$ cat src/rtl/cplx_scale_pkg.sv
package cplx_scale_pkg;
  typedef enum logic [1:0] {
    SCL_NONE = 2'b00,
    SCL_RSH1 = 2'b01,
    SCL_RSH2 = 2'b10,
    SCL_LSH1 = 2'b11
  } scale_e;

  typedef enum logic [1:0] {
    SEL_MS_PAIR   = 2'b00,
    SEL_LS_PAIR   = 2'b01,
    SEL_REAL_WORD = 2'b10,
    SEL_IMAG_WORD = 2'b11
  } osel_e;
endpackage

$ cat src/rtl/cplx_lane_shifter.sv
module cplx_lane_shifter
  import cplx_scale_pkg::*;
#(
  parameter int W = 32
) (
  input  logic [W-1:0] x,
  input  scale_e       scale,
  output logic [W-1:0] y,
  output logic         bad
);
  // Sign fill for right shifts, zero fill for the left shift.
  always_comb begin
    case (scale)
      SCL_NONE: y = x;
      SCL_RSH1: y = {x[W-1], x[W-1:1]};
      SCL_RSH2: y = {{2{x[W-1]}}, x[W-1:2]};
      SCL_LSH1: y = {x[W-2:0], 1'b0};
      default:  y = x;
    endcase
  end

  // A left shift loses the sign when the top two bits disagree.
  assign bad = (scale == SCL_LSH1) && (x[W-1] != x[W-2]);
endmodule

$ cat src/rtl/cplx_halfword_sel.sv
module cplx_halfword_sel
  import cplx_scale_pkg::*;
#(
  parameter int W = 32
) (
  input  logic [W-1:0]   re,
  input  logic [W-1:0]   im,
  input  osel_e          sel,
  output logic [W/2-1:0] pr,
  output logic [W/2-1:0] pi
);
  localparam int HW = W / 2;

  logic [HW-1:0] re_hi, re_lo, im_hi, im_lo;
  assign re_hi = re[W-1:HW];
  assign re_lo = re[HW-1:0];
  assign im_hi = im[W-1:HW];
  assign im_lo = im[HW-1:0];

  always_comb begin
    case (sel)
      SEL_MS_PAIR:   begin pr = re_hi; pi = im_hi; end
      SEL_LS_PAIR:   begin pr = re_lo; pi = im_lo; end
      SEL_REAL_WORD: begin pr = re_hi; pi = re_lo; end
      SEL_IMAG_WORD: begin pr = im_hi; pi = im_lo; end
      default:       begin pr = re_hi; pi = im_hi; end
    endcase
  end
endmodule

$ cat src/rtl/cplx_result_scaler.sv
module cplx_result_scaler
  import cplx_scale_pkg::*;
#(
  parameter int W = 32
) (
  input  logic           clk,
  input  logic           rst_n,
  input  logic           in_valid,
  output logic           in_ready,
  input  logic [W-1:0]   in_re,
  input  logic [W-1:0]   in_im,
  input  logic [1:0]     in_scale,
  output logic           out_valid,
  input  logic           out_ready,
  input  logic [1:0]     osel,
  output logic [W/2-1:0] pr,
  output logic [W/2-1:0] pi,
  output logic           ovf
);
  localparam int LANES = 2;  // lane 0 real, lane 1 imaginary

  logic [W-1:0] lane_in  [LANES];
  logic [W-1:0] lane_out [LANES];
  logic [W-1:0] held     [LANES];
  logic [LANES-1:0] lane_bad;
  scale_e scale_q;
  logic   take;

  assign lane_in[0] = in_re;
  assign lane_in[1] = in_im;
  assign scale_q    = scale_e'(in_scale);

  for (genvar g = 0; g < LANES; g++) begin : g_lane
    cplx_lane_shifter #(.W(W)) u_shift (
      .x     (lane_in[g]),
      .scale (scale_q),
      .y     (lane_out[g]),
      .bad   (lane_bad[g])
    );
  end

  assign in_ready = !out_valid || out_ready;
  assign take     = in_valid && in_ready;

  always_ff @(posedge clk or negedge rst_n) begin
    if (!rst_n) begin
      out_valid <= 1'b0;
      ovf       <= 1'b0;
      for (int i = 0; i < LANES; i++) held[i] <= '0;
    end else if (take) begin
      out_valid <= 1'b1;
      ovf       <= |lane_bad;
      for (int i = 0; i < LANES; i++) held[i] <= lane_out[i];
    end else if (out_ready) begin
      out_valid <= 1'b0;
    end
  end

  cplx_halfword_sel #(.W(W)) u_sel (
    .re  (held[0]),
    .im  (held[1]),
    .sel (osel_e'(osel)),
    .pr  (pr),
    .pi  (pi)
  );
endmodule

$ cat config.mk
export PLATFORM = sky130hd
export DESIGN_NAME = cplx_result_scaler
export DESIGN_NICKNAME = d
export VERILOG_FILES = /design/src/rtl/cplx_scale_pkg.sv /design/src/rtl/cplx_lane_shifter.sv /design/src/rtl/cplx_halfword_sel.sv /design/src/rtl/cplx_result_scaler.sv
export SDC_FILE = /design/constraint.sdc
export NUM_CORES = 1
export LEC_CHECK = 0
export BUFFER_PORTS_ARGS = -buffer_cell sky130_fd_sc_hd__clkbuf_2
export CAP_MARGIN = 5
export CORE_MARGIN = 3
export CORE_UTILIZATION = 49
export DETAILED_ROUTE_END_ITERATION = 10
export GPL_TIMING_DRIVEN = 0
export PLACE_DENSITY = 0.77
export SLEW_MARGIN = 10
export SYNTH_ARGS = -nofsm -noshare
export SYNTH_HDL_FRONTEND = slang
export SYNTH_SLANG_ARGS = --single-unit
$ cat constraint.sdc
create_clock -name clk -period 1.4 [get_ports clk]
set_input_delay 0.35 -clock clk [delete_from_list [all_inputs] [get_ports clk]]
set_output_delay 0.35 -clock clk [all_outputs]
set_load 0.05 [all_outputs]
Word-level counts from Yosys, hierarchy flattened
Cells that the tools add are included.
{ "word_totals": {"reg_bits": 66, "ramBits": 0, "memories": 0, "mem_bits_ro": 0, "out_inout_bits": 35, "input_bits": 72, "latch_bits": 0} }
{ "classes": {"n_addsub": 0, "multipliers": 0, "order_cmp": 0, "n_mux": 6, "shifts": 0, "n_eq_ne": 8, "reduce_logical": 11, "bitwise": 0, "n_div": 0} }
{ "ops": {"columns": ["operator", "n"], "rows": [
  ["32-bit one-hot mux with 4 select lines", 2],
  ["16-bit one-hot mux with 3 select lines", 2],
  ["2-bit equality test, second input constant", 4],
  ["2-bit OR reduction", 3],
  ["2-bit by 1-bit equality test with 1-bit output, second input constant", 2],
  ["2-bit logical NOT", 2],
  ["1-bit logical AND", 3],
  ["1-bit two-way mux", 2],
  ["1-bit inequality test", 2],
  ["2-bit nonzero test", 1],
  ["1-bit logical NOT", 1],
  ["1-bit logical OR", 1]
]} }

Depth between registers and ports, before layout
{ "depth": {"word_depth": 4, "ltp_mapped": 6, "depth_no_buf": 4} }

Cells and area by module
Synthesis repeated with hierarchy kept, for this count alone.
{ "hier_totals": {"hier_cells": 343, "area_unflattened_um2": 5102.4} }
{ "by_module_without_submodules": {"columns": ["mod", "area_each_um2", "cells_per_inst", "instances", "seq_area_each_um2"], "rows": [
  ["cplx_result_scaler", 2711.4, 142, 1, 1651.6],
  ["cplx_lane_shifter", 844.6, 47, 2, 0.0],
  ["cplx_halfword_sel", 701.9, 107, 1, 0.0]
]} }

Worst setup path before layout
Ideal clock, no wire load.
{ "synth_path": {"path_type": "input-to-output", "from": "in osel[1]", "to": "out pi[0]", "required_time_ns": 1.050, "setup_slack_ns": -0.959, "stages": 4, "arrival_time_ns": 2.009, "path_cell_list": "clkbuf_1 > buf_2 > mux2i_1 > o21ai_0"} }
{ "synth_via": {"elab_chain_cells": 3} }
{ "synth_rtl": {"columns": ["item", "line", "rtl"], "rows": [
  ["start, declared", "cplx_result_scaler.sv:15", "input logic [1:0] osel,"],
  ["2-bit by 1-bit equality test with 1-bit output or 2-bit equality test (tied branches)", "cplx_halfword_sel.sv:21", "case (sel)"],
  ["2-bit OR reduction (no source line)", null, null],
  ["16-bit one-hot mux with 3 select lines (*)", "cplx_halfword_sel.sv:21", null],
  ["end, declared", "cplx_result_scaler.sv:17", "output logic [W/2-1:0] pi,"]
]} }
Mark *: on every way between the ends. The rest lies on a longest branch, timed or not.

Worst setup path in the final report
{ "layout_path": {"from": "reg held[45] (netlist bit)", "to": "out pr[13]"} }
{ "layout_via": {"elab_chain_cells": 1} }
{ "layout_rtl": {"columns": ["item", "line", "rtl"], "rows": [
  ["start, declared", "cplx_result_scaler.sv:24", "logic [W-1:0] held [LANES];"],
  ["16-bit one-hot mux with 3 select lines", "cplx_halfword_sel.sv:21", null],
  ["end, declared", "cplx_result_scaler.sv:16", "output logic [W/2-1:0] pr,"]
]} }
Every way passes these cells.

==> flow_summary.toml <==
[logic_synthesis]
synth.avg_cell_area_um2 = 8.73
synthCells = 523
synth_top_family_by_area = "compound AO/OA/AOI/OAI gates"
synth_mux_area_share_pct = 14.0
syn-cell-area_um2 = 4560
synth_cell_types = 21
synth-simple-area-share_pct = 10.7
synth-xor-area-share_pct = 0.384
ys_seq_area_share_pct = 36.2
synth_warnings = 0
ys_ff_latch = 66
synth_compound_area_share_pct = 32.2
syn_nets = 595
synthAdderAreaFrac_pct = 0

[run_status]
outcome = "complete, but fails checks"
violations = "negative setup slack"

[final_layout]
diodes = 0
layout-drive-gt1-share_pct = 52.4
seq_area_um2 = 1690
nNetsFinal = 723
multi_input_area_um2 = 3850
fillers = 439
area_growth_pct = 64.0

[timing]
fin_skew_ns = 0.0134
finalHoldViolations = 0
drv_slew = 0
fin_crit_sh_pct = 121
fmax_mhz = 588
postLayoutSetupSlackWorst_ns = -0.299
worst_pin_slew_ns = 0.539
rsz0062_at_grt = "yes"
slew_headroom_pct = 64.1
period_minus_slack_ns = 1.70
tns_ns = -15.32
finalSetupViolCount = 89

[floorplan]
die_width_um = 103
die_area_um2 = 10500
die_h_um = 103
initial_utilization_pct = 51.3
io-pin-count = 107
num_rows = 34
core_area_um2 = 8890

[route]
drtAntennaViolNets = 0
drt_first_iter_violations = 587
viasPerCell = 7.15
wire_per_inst_um = 26.9
wirelength_um = 20600
drtPass1Iterations = 6
vias = 5460
route.detailed.drc = 0

[critical_path]
critPathKind = "flip-flop to output pin"
cp_max_fo = 3
end_kind = "output pin"
critPathRequiredTime_ns = 1.05
cp.arrival_ns = 1.35
start_kind = "flip-flop"

[clocking]
cts_root_buf = "clkbuf_8"
insertion_delay_ns = 0.37
cts.clk_slew.worst_paths_ns = 0.09
cts_tree = "done"
clock_path_buffers = 2
cts_buffers = 9
clock-sinks = 66
h-tree-depth = 3

[placed_design]
portBuffers = 103
place_ws_ns = -0.493
globalplace.congestion = 0.947
dpl.hpwl_um = 12600

[run]
maxCapViolCount = 0

[min_path]
hold_path_class = "primary input to flip-flop"

[pwr]
pwr_density_cell_nw_per_um2 = 1090
leakage_nw = 2.81
vdd_drop_max_uv = 673

[grt]
grt_first_pass_wirelength_um = 29300
antenna_found_initial = 0
first_global_vias = 5358
track_usage_pct = 37.3
grt_remaining_overflow = 0
grt_max_degree = 35
-- worst max-delay path: stages (launching register included) --
cell and delay (ns):
dfrtp_2 0.48, mux2i_4 0.24, a21oi_4 0.09, buf_8 0.16
-- Yosys cell counts --
cell type | count | area, um^2
a21oi_1 | 121 | 606
buf_2 | 19 | 95.1
buf_4 | 2 | 15.0
buf_6 | 7 | 78.8
clkbuf_1 | 27 | 101
dfrtp_1 | 66 | 1650
inv_1 | 1 | 3.75
inv_2 | 1 | 3.75
mux2_2 | 9 | 101
mux2i_1 | 40 | 400
mux4_2 | 6 | 135
nand2_1 | 19 | 71.3
nand3_1 | 1 | 5.00
nand3b_1 | 2 | 15.0
nor2_1 | 16 | 60.1
nor2b_1 | 53 | 332
o21ai_0 | 76 | 380
o221ai_1 | 52 | 455
o221ai_2 | 2 | 30.0
or3_1 | 1 | 6.26
xnor2_1 | 2 | 17.5
-- power breakdown --
group / leakage [nW] / internal (mW) / switching, mW
logic: 1.93 / 1.64 / 2.10
clock network: 0.0966 / 0.874 / 0.831
registers: 0.782 / 2.24 / 0.468
-- cells in the final DEF, fill, tap and decap left out, drive strengths merged --
cell         instances
a21oi              121
clkbuf             110
o21ai               76
buf                 72
dfrtp               66
o221ai              54
nor2b               53
mux2i               40
nand2               20
nor2                16
mux2                 9
mux4                 6
nand3b               2
xnor2                2
inv                  2
clkinv               2
or3                  1
nand3                1
clkinvlp             1
bufinv               1
dlygate4sd3          1
-- flip-flops by register name, summed over array words and instances (netlist names) --
signal and cells:
held 64, out_valid 1, ovf 1
-- cell families after synthesis --
logic type / after synthesis
AO/OA/AOI/OAI: 251
XOR/XNOR: 2
buffers and inverters: 57
flip-flops: 66
multiplexers: 55
AND/OR/NAND/NOR: 92
-- metal layers --
layer,part of all wire [%],up-vias,GRT usage [%]
met4,6.3,0,19.9
li1,-,2264,-
met2,48,488,60.3
met3,10,120,8.19
met1,36,2588,46.7
met5,0,-,0
-- metrics by stage --
stage          instances  cell area [um^2]  hold slack (ns)  power [mW]  util [%]
6_report             764              7490            0.340        8.16      84.2
5_1_grt              764              7490            0.349        8.39      84.2
4_1_cts              763              7290            0.341        7.68      82.0
3_5_place_dp         735              5820            0.364        5.14      65.4
3_3_place_gp         734              5800            0.490        5.09      65.2
2_1_floorplan        523              5140           0.0544        4.36         -
-- area by class of cell --
| type | instances | area share [%] |
|---|---|---|
| multi-input combinational | 401 | 51.4 |
| sequential | 66 | 22.6 |
| timing repair buffer | 117 | 14.8 |
| buffer | 54 | 6.67 |
| clock buffer | 12 | 1.94 |
| tap | 108 | 1.80 |
| clock inverter | 4 | 0.685 |
| inverter | 2 | 0.167 |
-- final timing paths --
path / from / to / slack (ns) / cells after the start
min in group asynchronous: rst_n / held[11] / 0.50 / 2
worst max register to register: out_valid / held[39] / -0.18 / 5
worst min-delay path: in_im[12] / held[13] / 0.34 / 3
max in group asynchronous: rst_n / held[34] / 0.29 / 3
worst max-delay path: held[45] / pr[13] / -0.30 / 3
worst min register to register: held[2] / held[2] / 0.52 / 1
-- what timing repair did --
action | 4_1_cts | 5_1_grt
buffers inserted | 5 | 3
pin swaps | 3 | 2
cloned | 7 | 1
hold buffers | 1 | 0
resized for setup | 232 | 80
endpoints found under the hold margin | 18 | 0
setup endpoints to repair | 87 | 99
No activity file was read; power rests on OpenSTA's default activity.
